File: config.mk
export PLATFORM = sky130hd
export DESIGN_NAME = ltp_gen
export DESIGN_NICKNAME = d
export VERILOG_FILES = /design/src/rtl/ltp_pkg.sv /design/src/rtl/ltp_symbol_rom.sv /design/src/rtl/ltp_run_clamp.sv /design/src/rtl/ltp_lfsr.sv /design/src/rtl/ltp_gen.sv
export SDC_FILE = /design/constraint.sdc
export NUM_CORES = 1
export LEC_CHECK = 0
export ABC_AREA = 1
export BUFFER_PORTS_ARGS = -buffer_cell sky130_fd_sc_hd__buf_2
export CORE_AREA = 5 5 76 78
export CTS_CLUSTER_SIZE = 20
export DETAILED_ROUTE_END_ITERATION = 7
export DIE_AREA = 0 0 81 83
export PLACE_DENSITY = 0.77
export SYNTH_ARGS = -nofsm -noshare
export SYNTH_HDL_FRONTEND = slang
export SYNTH_SLANG_ARGS = --single-unit
File: constraint.sdc
create_clock -name clk -period 4.3 [get_ports clk]
set_input_delay 0.215 -clock clk [delete_from_list [all_inputs] [get_ports clk]]
set_output_delay 0.215 -clock clk [all_outputs]
set_load 0.02 [all_outputs]
File: src/rtl/ltp_pkg.sv
package ltp_pkg;

    localparam int PAT_W     = 4;
    localparam int SYM_BITS  = 10;
    localparam int BYTE_BITS = 8;

    localparam logic [PAT_W-1:0] PAT_NYQ_SYM  = 4'd0;
    localparam logic [PAT_W-1:0] PAT_HALF_SYM = 4'd1;
    localparam logic [PAT_W-1:0] PAT_COMMA    = 4'd2;
    localparam logic [PAT_W-1:0] PAT_K7_DE    = 4'd3;
    localparam logic [PAT_W-1:0] PAT_K7_FLAT  = 4'd4;
    localparam logic [PAT_W-1:0] PAT_RUN_DE   = 4'd5;
    localparam logic [PAT_W-1:0] PAT_RUN_FLAT = 4'd6;
    localparam logic [PAT_W-1:0] PAT_NYQ_RAW  = 4'd7;
    localparam logic [PAT_W-1:0] PAT_HALF_RAW = 4'd8;
    localparam logic [PAT_W-1:0] PAT_PRBS15   = 4'd9;
    localparam logic [PAT_W-1:0] PAT_L64_PRE  = 4'd10;
    localparam logic [PAT_W-1:0] PAT_L64_DE   = 4'd11;
    localparam logic [PAT_W-1:0] PAT_L64_BOTH = 4'd12;
    localparam logic [PAT_W-1:0] PAT_L64_NONE = 4'd13;
    localparam logic [PAT_W-1:0] PAT_PARKED   = 4'd15;

    typedef enum logic [2:0] {
        ST_IDLE,
        ST_SYMBOL,
        ST_BYTE,
        ST_PRBS,
        ST_RUN_HI,
        ST_RUN_LO
    } ltp_state_e;

    // Family state entered when a pattern code is loaded.
    function automatic ltp_state_e family_of(logic [PAT_W-1:0] code);
        ltp_state_e s;
        case (code)
            PAT_NYQ_SYM, PAT_HALF_SYM, PAT_COMMA,
            PAT_K7_DE, PAT_K7_FLAT:                  s = ST_SYMBOL;
            PAT_NYQ_RAW, PAT_HALF_RAW:               s = ST_BYTE;
            PAT_PRBS15:                              s = ST_PRBS;
            PAT_RUN_DE, PAT_RUN_FLAT,
            PAT_L64_PRE, PAT_L64_DE,
            PAT_L64_BOTH, PAT_L64_NONE:              s = ST_RUN_HI;
            default:                                 s = ST_IDLE;
        endcase
        return s;
    endfunction

    function automatic logic is_prog_run(logic [PAT_W-1:0] code);
        return (code == PAT_RUN_DE) || (code == PAT_RUN_FLAT);
    endfunction

    function automatic logic wants_deemph(logic [PAT_W-1:0] code);
        return (code == PAT_K7_DE) || (code == PAT_RUN_DE) ||
               (code == PAT_L64_DE) || (code == PAT_L64_BOTH);
    endfunction

    function automatic logic wants_preshoot(logic [PAT_W-1:0] code);
        return (code == PAT_L64_PRE) || (code == PAT_L64_BOTH);
    endfunction

endpackage

File: src/rtl/ltp_symbol_rom.sv
// Bit lookup for the fixed-symbol and raw-byte families.
module ltp_symbol_rom
    import ltp_pkg::*;
(
    input  logic [PAT_W-1:0] pat_i,
    input  logic             odd_i,
    input  logic [3:0]       idx_i,
    output logic             bit_o
);

    logic [SYM_BITS-1:0]  sym_aj;   // written in a..j order, a at the MSB
    logic [SYM_BITS-1:0]  sym_lin;  // bit k is the k-th transmitted bit
    logic [BYTE_BITS-1:0] raw_byte;
    logic                 is_raw;
    logic [15:0]          lin;

    always_comb begin
        sym_aj = '0;
        case (pat_i)
            PAT_NYQ_SYM:  sym_aj = 10'b0101010101;
            PAT_HALF_SYM: sym_aj = odd_i ? 10'b0011001100 : 10'b1100110011;
            PAT_COMMA:    sym_aj = odd_i ? 10'b1100000101 : 10'b0011111010;
            PAT_K7_DE,
            PAT_K7_FLAT:  sym_aj = odd_i ? 10'b1100000111 : 10'b0011111000;
            default:      sym_aj = '0;
        endcase
    end

    for (genvar k = 0; k < SYM_BITS; k++) begin : g_order
        assign sym_lin[k] = sym_aj[SYM_BITS-1-k];
    end

    always_comb begin
        raw_byte = '0;
        is_raw   = 1'b0;
        case (pat_i)
            PAT_NYQ_RAW:  begin raw_byte = 8'hAA; is_raw = 1'b1; end
            PAT_HALF_RAW: begin raw_byte = 8'hCC; is_raw = 1'b1; end
            default:      begin raw_byte = '0;    is_raw = 1'b0; end
        endcase
    end

    always_comb begin
        if (is_raw) lin = {8'b0, raw_byte};
        else        lin = {6'b0, sym_lin};
        bit_o = lin[idx_i];
    end

endmodule

File: src/rtl/ltp_run_clamp.sv
// Limits the programmed half-period to the legal window.
module ltp_run_clamp #(
    parameter int IN_W  = 8,
    parameter int OUT_W = 8,
    parameter int LO    = 50,
    parameter int HI    = 250
) (
    input  logic [IN_W-1:0]  len_i,
    output logic [OUT_W-1:0] len_o
);

    int unsigned req;
    int unsigned lim;

    always_comb begin
        req = 32'(len_i);
        if (req < LO)      lim = LO;
        else if (req > HI) lim = HI;
        else               lim = req;
        len_o = OUT_W'(lim);
    end

endmodule

File: src/rtl/ltp_lfsr.sv
// Fibonacci shift register; output is the MSB, feedback enters at bit 0.
module ltp_lfsr #(
    parameter int W      = 15,
    parameter int TAP_HI = 14,
    parameter int TAP_LO = 13
) (
    input  logic clk,
    input  logic rst_n,
    input  logic seed_i,
    input  logic step_i,
    output logic bit_o
);

    logic [W-1:0] q;

    always_ff @(posedge clk) begin
        if (!rst_n || seed_i) q <= '1;
        else if (step_i)      q <= {q[W-2:0], q[TAP_HI] ^ q[TAP_LO]};
    end

    assign bit_o = q[W-1];

endmodule

File: src/rtl/ltp_gen.sv
module ltp_gen
    import ltp_pkg::*;
#(
    parameter int RUN_W     = 8,
    parameter int RUN_MIN   = 50,
    parameter int RUN_MAX   = 250,
    parameter int LONG_HALF = 64
) (
    input  logic             clk,
    input  logic             rst_n,
    input  logic             start_i,
    input  logic [PAT_W-1:0] sel_i,
    input  logic [RUN_W-1:0] run_len_i,
    output logic             ser_o,
    output logic             deemph_o,
    output logic             preshoot_o
);

    localparam int HALF_MAX  = (RUN_MAX > LONG_HALF) ? RUN_MAX : LONG_HALF;
    localparam int CNT_W_RAW = $clog2(HALF_MAX + 1);
    localparam int CNT_W     = (CNT_W_RAW < 4) ? 4 : CNT_W_RAW;
    localparam logic [CNT_W-1:0] SYM_LAST  = CNT_W'(SYM_BITS - 1);
    localparam logic [CNT_W-1:0] BYTE_LAST = CNT_W'(BYTE_BITS - 1);
    localparam logic [CNT_W-1:0] CNT_ONE   = CNT_W'(1);

    ltp_state_e        st, st_n;
    logic [PAT_W-1:0]  pat_q, pat_n;
    logic [CNT_W-1:0]  cnt, cnt_n;
    logic [CNT_W-1:0]  run_len_q, run_len_n;
    logic              rd_q, rd_n;
    logic              load, lfsr_step;
    logic [CNT_W-1:0]  clamped_len;
    logic              rom_bit, prbs_bit;
    logic [CNT_W-1:0]  half_last;

    ltp_run_clamp #(
        .IN_W (RUN_W),
        .OUT_W(CNT_W),
        .LO   (RUN_MIN),
        .HI   (RUN_MAX)
    ) u_clamp (
        .len_i(run_len_i),
        .len_o(clamped_len)
    );

    ltp_symbol_rom u_rom (
        .pat_i(pat_q),
        .odd_i(rd_q),
        .idx_i(cnt[3:0]),
        .bit_o(rom_bit)
    );

    ltp_lfsr #(
        .W     (15),
        .TAP_HI(14),
        .TAP_LO(13)
    ) u_lfsr (
        .clk   (clk),
        .rst_n (rst_n),
        .seed_i(load),
        .step_i(lfsr_step),
        .bit_o (prbs_bit)
    );

    assign half_last = run_len_q - CNT_ONE;

    // State register
    always_ff @(posedge clk) begin
        if (!rst_n) begin
            st        <= ST_IDLE;
            pat_q     <= PAT_PARKED;
            cnt       <= '0;
            rd_q      <= 1'b0;
            run_len_q <= CNT_W'(LONG_HALF);
        end else begin
            st        <= st_n;
            pat_q     <= pat_n;
            cnt       <= cnt_n;
            rd_q      <= rd_n;
            run_len_q <= run_len_n;
        end
    end

    // Next-state logic
    always_comb begin
        st_n      = st;
        pat_n     = pat_q;
        cnt_n     = cnt;
        rd_n      = rd_q;
        run_len_n = run_len_q;
        load      = 1'b0;
        lfsr_step = 1'b0;

        if (start_i) begin
            load = 1'b1;
        end else begin
            unique case (st)
                ST_IDLE: begin
                    cnt_n = '0;
                end
                ST_SYMBOL: begin
                    if (cnt == SYM_LAST) begin
                        if (sel_i != pat_q) load = 1'b1;
                        else begin
                            cnt_n = '0;
                            rd_n  = ~rd_q;
                        end
                    end else begin
                        cnt_n = cnt + CNT_ONE;
                    end
                end
                ST_BYTE: begin
                    if (cnt == BYTE_LAST) begin
                        if (sel_i != pat_q) load = 1'b1;
                        else                cnt_n = '0;
                    end else begin
                        cnt_n = cnt + CNT_ONE;
                    end
                end
                ST_PRBS: begin
                    if (sel_i != pat_q) load = 1'b1;
                    else                lfsr_step = 1'b1;
                end
                ST_RUN_HI: begin
                    if (cnt == half_last) begin
                        st_n  = ST_RUN_LO;
                        cnt_n = '0;
                    end else begin
                        cnt_n = cnt + CNT_ONE;
                    end
                end
                ST_RUN_LO: begin
                    if (cnt == half_last) begin
                        if (sel_i != pat_q) load = 1'b1;
                        else begin
                            st_n  = ST_RUN_HI;
                            cnt_n = '0;
                        end
                    end else begin
                        cnt_n = cnt + CNT_ONE;
                    end
                end
                default: begin
                    st_n = ST_IDLE;
                end
            endcase
        end

        if (load) begin
            pat_n     = sel_i;
            st_n      = family_of(sel_i);
            cnt_n     = '0;
            rd_n      = 1'b0;
            run_len_n = is_prog_run(sel_i) ? clamped_len : CNT_W'(LONG_HALF);
        end
    end

    // Outputs
    always_comb begin
        ser_o      = 1'b0;
        deemph_o   = 1'b0;
        preshoot_o = 1'b0;
        unique case (st)
            ST_IDLE:   ser_o = 1'b0;
            ST_SYMBOL,
            ST_BYTE:   ser_o = rom_bit;
            ST_PRBS:   ser_o = prbs_bit;
            ST_RUN_HI: ser_o = 1'b1;
            ST_RUN_LO: ser_o = 1'b0;
            default:   ser_o = 1'b0;
        endcase
        if (st != ST_IDLE) begin
            deemph_o   = wants_deemph(pat_q);
            preshoot_o = wants_preshoot(pat_q);
        end
    end

endmodule

# Yosys cells after proc, flatten, opt, wreduce, memory -nomap -nowiden
# Memory sizes are Yosys's and may differ from the RTL's.
# Cells that the tools add are included.
[word_totals]
register_bits = 39
latchBits = 0
ramBits = 0
mem_bits_ro = 48
in_bits = 15
out_inout_bits = 3
n_memories = 1
[classes]
n_addsub = 2
mul = 0
div = 0
magnitude_cmp = 3
eq_ne = 26
n_shift = 0
mux = 36
bitwise_logic = 5
reduce_logical = 19
[memory_table]
columns = ["memory", "depth", "width", "read_ports", "rd_ports_with_merged_regs", "wr", "line", "text"]
rows = [
  ["(no name shown)", 16, 3, 1, 0, 0, "ltp_pkg.sv:35", "case (code)"],
]
[ops]
columns = ["cell", "count"]
rows = [
  ["$mux W8", 8],
  ["$mux W10", 4],
  ["$pmux W10 S4", 1],
  ["$pmux W8 S5", 1],
  ["$eq A4 B3 Y1 const B", 5],
  ["$eq A4 B4 Y1 const B", 4],
  ["$pmux W8 S2", 1],
  ["$mux W3", 5],
  ["$mux W1", 12],
  ["$ne A3 B2 Y1 const B", 3],
  ["$pmux W3 S3", 1],
  ["$add A8 B1 Y8 const B", 1],
  ["$eq A4 B2 Y1 const B", 2],
  ["$eq A8 B3 Y1 const B", 1],
  ["$eq A8 B4 Y1 const B", 1],
  ["$eq A8 B8 Y1", 1],
  ["$gt A8 B8 Y1 const B", 1],
  ["$lt A8 B6 Y1 const B", 1],
  ["$reduce_or A2 Y1", 4],
  ["$sub A8 B1 Y8 const B", 1],
  ["$eq A3 B2 Y1 const B", 2],
  ["$eq A3 B3 Y1 const B", 2],
  ["$logic_or A1 B1 Y1", 6],
  ["$lt A4 B5 Y1 const B", 1],
  ["18 further kinds", 22],
]

# Logic depth before layout (Yosys ltp)
[logic_depth]
word_depth = 7
depth_mapped = 18
ltp_nobuf = 18

# By module
# Synthesis repeated with hierarchy kept, for this count alone.
[hier_totals]
hier_cells = 467
hier_area_um2 = 2850.2
[by_module_without_submodules]
columns = ["module", "n_inst", "cells_per_inst", "area_each_um2"]
rows = [
  ["ltp_gen", 1, 304, 1885.6],
  ["ltp_lfsr", 1, 73, 565.5],
  ["ltp_symbol_rom", 1, 63, 292.8],
  ["ltp_run_clamp", 1, 27, 106.4],
]

# Worst setup path after synthesis
# Ideal clock, no wire load.
[synth_timing]
path_kind = "register to register"
startpoint = "register run_len_q[0]"
endpoint = "register u_lfsr.q[12]"
setup_ps = 120
arrival_time_ps = 1811
required_time_ps = 4180
setup_slack_ps = 2369
path_stages_with_launch = 18
path_buffers = 1
synth_period_minus_slack_ps = 1931
cell_sequence = "dfxtp_1 -> inv_2 -> ha_1 -> nand2_1 -> nor2_2 -> nand2_1 -> nand2_1 -> nand2_1 -> nand2_1 -> nand2_1 -> nor2_4 -> nand3_4 -> nand3_4 -> nand2_4 -> nand2_8 -> nor2_8 -> buf_6 -> nand3_2"
[synth_between]
elab_chain_cells = 6
[synth_rtl]
columns = ["item", "line", "text"]
rows = [
  ["start: declaration", "ltp_gen.sv:29", "logic [CNT_W-1:0] run_len_q, run_len_n;"],
  ["start signal: assignment", "ltp_gen.sv:74", "run_len_q <= CNT_W'(LONG_HALF);"],
  ["start signal: assignment", "ltp_gen.sv:80", "run_len_q <= run_len_n;"],
  ["$sub A8 B1 Y8", "ltp_gen.sv:65", "assign half_last = run_len_q - CNT_ONE;"],
  ["$eq A8 B8 Y1", "ltp_gen.sv:133", "if (cnt == half_last) begin"],
  ["$mux W1", "ltp_gen.sv:133", ""],
  ["$pmux W1 S4", "ltp_gen.sv:97", "unique case (st)"],
  ["$mux W1", "ltp_gen.sv:94", "if (start_i) begin"],
  ["$logic_or A1 B1 Y1", "ltp_lfsr.sv:17", "if (!rst_n || seed_i) q <= '1;"],
  ["end signal: assignment", "ltp_lfsr.sv:18", "else if (step_i) q <= {q[W-2:0], q[TAP_HI] ^ q[TAP_LO]};"],
  ["end: declaration", "ltp_lfsr.sv:14", "logic [W-1:0] q;"],
]
# Every way passes these cells.
# A chain may end at the register's enable or synchronous reset.

# Final worst setup path
[layout_timing]
startpoint = "register pat_q[0]"
endpoint = "output port ser_o"
[layout_between]
elab_chain_cells = 7
[layout_rtl]
columns = ["item", "line", "text"]
rows = [
  ["start: declaration", "ltp_gen.sv:27", "logic [PAT_W-1:0] pat_q, pat_n;"],
  ["start signal: assignment", "ltp_gen.sv:77", "pat_q <= pat_n;"],
  ["$eq A4 B2 Y1 (tied with other cells)", "ltp_symbol_rom.sv:19", "case (pat_i)"],
  ["$reduce_or A2 Y1 (on tied branches)", "n/a", ""],
  ["$pmux W10 S4 or $mux W1 (tied branches)", "ltp_symbol_rom.sv:19, ltp_symbol_rom.sv:36", ""],
  ["$mux W10 *", "ltp_symbol_rom.sv:44", "if (is_raw) lin = {8'b0, raw_byte};"],
  ["$bmux W1 S4 *", "ltp_symbol_rom.sv:46", "bit_o = lin[idx_i];"],
  ["$mux W1 (implied by the code) *", "ltp_symbol_rom.sv:46", ""],
  ["$pmux W1 S3 *", "ltp_gen.sv:163", "unique case (st)"],
  ["end: declaration", "ltp_gen.sv:14", "output logic ser_o,"],
]
# Every way passes the cells marked *; elsewhere a longest branch is shown, timed or not. The select of a mux whose other input is x is not followed.

==> results by group <==
Worst setup path
  – Crit path cell chain: inv_1 > or2_2 > nor3_1 > nand2_1 > nand2_1 > nand3_1 > nand3_1 > a21oi_1 > nand3_1 > nand3_1 > nand3_1 > buf_2
  – Reg-to-Reg Start: run_len_q[0]
  – Data required time at the worst endpoint: 4090 ps
  – WS Path Type: reg -> out
  – Crit-path slowest cell: dfxtp_1
  – Setup slack, reg-to-reg: 1960 ps
  – Reg2reg end: cnt[5]
  – Buf/Inv on CP: 2
  – CP Depth: 12
  – CP endpoint: ser_o
  – Worst EP arrival: 2170 ps
  – R2R depth: 16
  – CP endpoint kind: primary output
  – Critical Path Most Common Cell: nand3_1
  – Max incr delay on CP: 370 ps
  – Crit. Startpoint: pat_q[0]
  – Top delay family on crit path: simple AND/OR/NAND/NOR gates
  – Crit Path Max Fanout: 5
  – Startpoint types: register

Yosys
  – Area share of fa/ha/maj cells after synthesis: 3.48%
  – Synth Area in Compound Gates: 13.2%
  – Distinct cells, synth: 40
  – Post-Synthesis Cells: 443
  – Mux contribution to synthesized area: 0%
  – XOR/XNOR Fraction of Synth Area: 2.74%
  – Syn_nets: 466
  – Synth Area per Inst: 6.50 um2
  – Simple-gate share of the synthesized area: 42.6%
  – Seq/Total Area, Yosys: 27.1%
  – Main combinational cell family by area after synthesis: simple AND/OR/NAND/NOR gates
  – Synth Warn #: 0
  – FF+latch count, synth: 39
  – Synth Cell Area: 2880 um2

Detailed routing
  – Post-route DRC violation count: 0
  – DRT Pass-1 Iters: 4
  – Final ANT Viol Nets: 0
  – Final wirelength: 6.70 mm
  – Vias after detailed routing: 2826
  – Routed wire per std cell: 12.8 um
  – Starting DRC count in detailed routing: 236
  – Via density: 5.38

Run status
  – Status: finished, final reports clean

Die
  – Ports: 18
  – CORE AREA: 5010 um2
  – Initial core utilization: 57.5%
  – Die area: 6720 um2
  – Row count: 26
  – Vert. Die Dim: 83 um
  – Width of the die: 81 um

CTS
  – CTS root buf: clkbuf_8
  – Post-CTS setup buffers: 0
  – Hold buffer count at cts: 0
  – CTS Buffer Depth: 2
  – Num CTS Buffers: 5
  – Clock Sink Count: 39
  – Htree depth: 2
  – Post-CTS sizing: 0
  – Clock slew at reported path FFs: 70 ps
  – CTS tree: built
  – Clk_lat worst skew: 300 ps

Global route
  – Total grt overflow: 0
  – Antenna violations before repair: 0
  – Largest net degree at the start of global routing: 20
  – GRT Util Overall: 21.3%
  – Global-route wire length before repair: 11.5 mm
  – Vias in the first global route: 2578

Finish
  – ANT cells: 0
  – Layout area overhead: 5.78%
  – Fillers: 507
  – Fin cells: 525
  – Nets: 477
  – Share of cells above drive strength 1: 14.9%

Flow run
  – Max Cap Viol: 0

STA
  – Max-slew violations: 0
  – Final min period: 2390 ps
  – Fmax: 419 MHz
  – RSZ-0062 raised after global routing: no
  – Final period utilization: 55.5%
  – Worst Clk Skew: 6.27 ps
  – Fin. Hold Viols: 0
  – Setup WS post-layout: 1910 ps
  – Max-slew headroom: 51.5%
  – Setup TNS: 0 ps
  – Final count of negative-setup-slack endpoints: 0
  – Slew @ Worst Pin: 722 ps

Placement
  – Port bufs: 17
  – HPWL Detailed: 5.18 mm
  – Inst Count DP: 517
  – Pre-CTS setup slack: 1970 ps
  – GPL Wtd Cong: 0.940

Pwr
  – Peak VDD IR: 0.170 mV
  – Sw frac: 29.9%
  – Sequential fraction of design power: 50.8%
  – NetSw: 221 uW
  – Logic pwr share: 15.8%
  – Static Leak: 0.00144 uW
  – P_int: 518 uW
  – P per Cell Area: 243 nW/um2
  – Clk pwr share: 33.4%

Min path
  – Hold Path Origin: run_len_i[6]
  – Hold Path Class: in -> reg
==> Yosys cell counts <==
| cell | n | share of area, % |
|---|---|---|
| nand2_1 | 130 | 17 |
| inv_1 | 53 | 6.9 |
| nand3_1 | 46 | 8.0 |
| dfxtp_1 | 39 | 27 |
| nor2_1 | 39 | 5.1 |
| o21ai_0 | 13 | 2.3 |
| a21oi_1 | 12 | 2.1 |
| nand3_2 | 12 | 4.2 |
| nor3_1 | 10 | 1.7 |
| a21oi_2 | 8 | 2.4 |
| ha_1 | 8 | 3.5 |
| o21ai_1 | 8 | 1.4 |
| xor2_1 | 8 | 2.4 |
| buf_2 | 7 | 1.2 |
| o211ai_1 | 6 | 1.6 |
| inv_2 | 5 | 0.65 |
| or2_2 | 4 | 0.87 |
| nand4_1 | 3 | 0.65 |
| nor2_2 | 3 | 0.65 |
| a211oi_1 | 2 | 0.52 |
| buf_4 | 2 | 0.52 |
| buf_6 | 2 | 0.78 |
| nand2_2 | 2 | 0.43 |
| nand3_4 | 2 | 1.2 |
| nor4_1 | 2 | 0.43 |
| o2111ai_1 | 2 | 0.61 |
| o22ai_2 | 2 | 0.87 |
| a21boi_2 | 1 | 0.39 |
| a21oi_4 | 1 | 0.56 |
| a22o_1 | 1 | 0.30 |
| buf_8 | 1 | 0.52 |
| clkbuf_1 | 1 | 0.13 |
| clkinv_1 | 1 | 0.13 |
| nand2_4 | 1 | 0.39 |
| nand2_8 | 1 | 0.70 |
| nand3b_1 | 1 | 0.26 |
| nor2_4 | 1 | 0.39 |
| nor2_8 | 1 | 0.70 |
| o22ai_1 | 1 | 0.22 |
| xnor2_1 | 1 | 0.30 |
==> kinds of logic after synthesis <==
family	after synthesis
AOI/OAI and AO/OA	57
xor gates and xnor gates	9
adders and majority gates	8
buffers and inverters	72
DFF	39
and+or+nand+nor	258
==> metrics by stage <==
step | total power (uW) | util (%) | hold slack, ps | area [um2]
finish | 739 | 60.8 | 173 | 3050
global route | 776 | 60.8 | 194 | 3050
CTS | 740 | 60.8 | 175 | 3050
detailed placement | 499 | 59.1 | 460 | 2960
global placement | 496 | 59.1 | 452 | 2960
floorplan | 471 | - | 314 | 2880
==> flip-flops by register name, summed over array words and instances (netlist names) <==
| signal | flops |
|---|---|
| run_len_q | 8 |
| pat_q | 4 |
| rd_q | 1 |
| st | 3 |
| u_lfsr.q | 15 |
| cnt | 8 |
==> area by class of cell <==
type | count | area, um2 | area share, %
Sequential cell | 39 | 781 | 25.6
Tap cell | 70 | 87.6 | 2.87
Inverter | 59 | 221 | 7.27
Multi-Input combinational cell | 332 | 1790 | 58.6
Clock buffer | 6 | 72.6 | 2.38
Timing Repair Buffer | 17 | 85.1 | 2.79
Clock inverter | 2 | 12.5 | 0.411
==> layer usage <==
layer / part of all wire (%) / global-route usage (%)
met1: 45 / 30.1
met2: 45 / 32.4
met3: 8.5 / 4.11
met4: 1.5 / 6.45
met5: 0 / 0
==> power by group through the flow <==
stage | sequential (uW) | combinational [uW] | clock (uW)
4_1_cts | 375 | 116 | 249
3_3_place_gp | 383 | 113 | 0
6_report | 375 | 117 | 247
5_1_grt | 377 | 132 | 268
3_5_place_dp | 383 | 116 | 0
2_1_floorplan | 378 | 92.6 | 0
==> cells in the final DEF, fill, tap and decap left out, types with 8 or more instances in the layout <==
| cell | count |
|---|---|
| inv_1 | 53 |
| nand3_1 | 46 |
| o21ai_1 | 8 |
| a21oi_1 | 12 |
| xor2_1 | 8 |
| nor2_1 | 39 |
| nand3_2 | 12 |
| ha_1 | 8 |
| dfxtp_1 | 39 |
| nor3_1 | 10 |
| a21oi_2 | 8 |
| nand2_1 | 130 |
| buf_2 | 17 |
| o21ai_0 | 13 |
==> worst register-to-register path, stage by stage (launching register included) <==
cell	delay [ps]
dfxtp_1	350
inv_2	90
ha_1	210
nand2_1	80
nor2_2	120
nand2_1	60
nand2_1	50
nand2_1	70
nor2_1	130
nor2_2	80
nand3_4	100
nand3_4	100
nand2_4	140
nand2_8	130
nor2_8	330
nand2_1	110
a21oi_1	120
==> worst min-delay path by stage <==
| stage | to | slack [ps] | cells after the start |
|---|---|---|---|
| after floorplan | run_len_q[6] | 310 | 1 |
| after global placement | u_lfsr.q[11] | 450 | 2 |
| after detailed placement | u_lfsr.q[3] | 460 | 2 |
| after CTS | run_len_q[6] | 170 | 3 |
| after global routing | run_len_q[6] | 190 | 3 |
| final | run_len_q[6] | 170 | 3 |
Note: power is estimated with default switching activity, not from simulation.
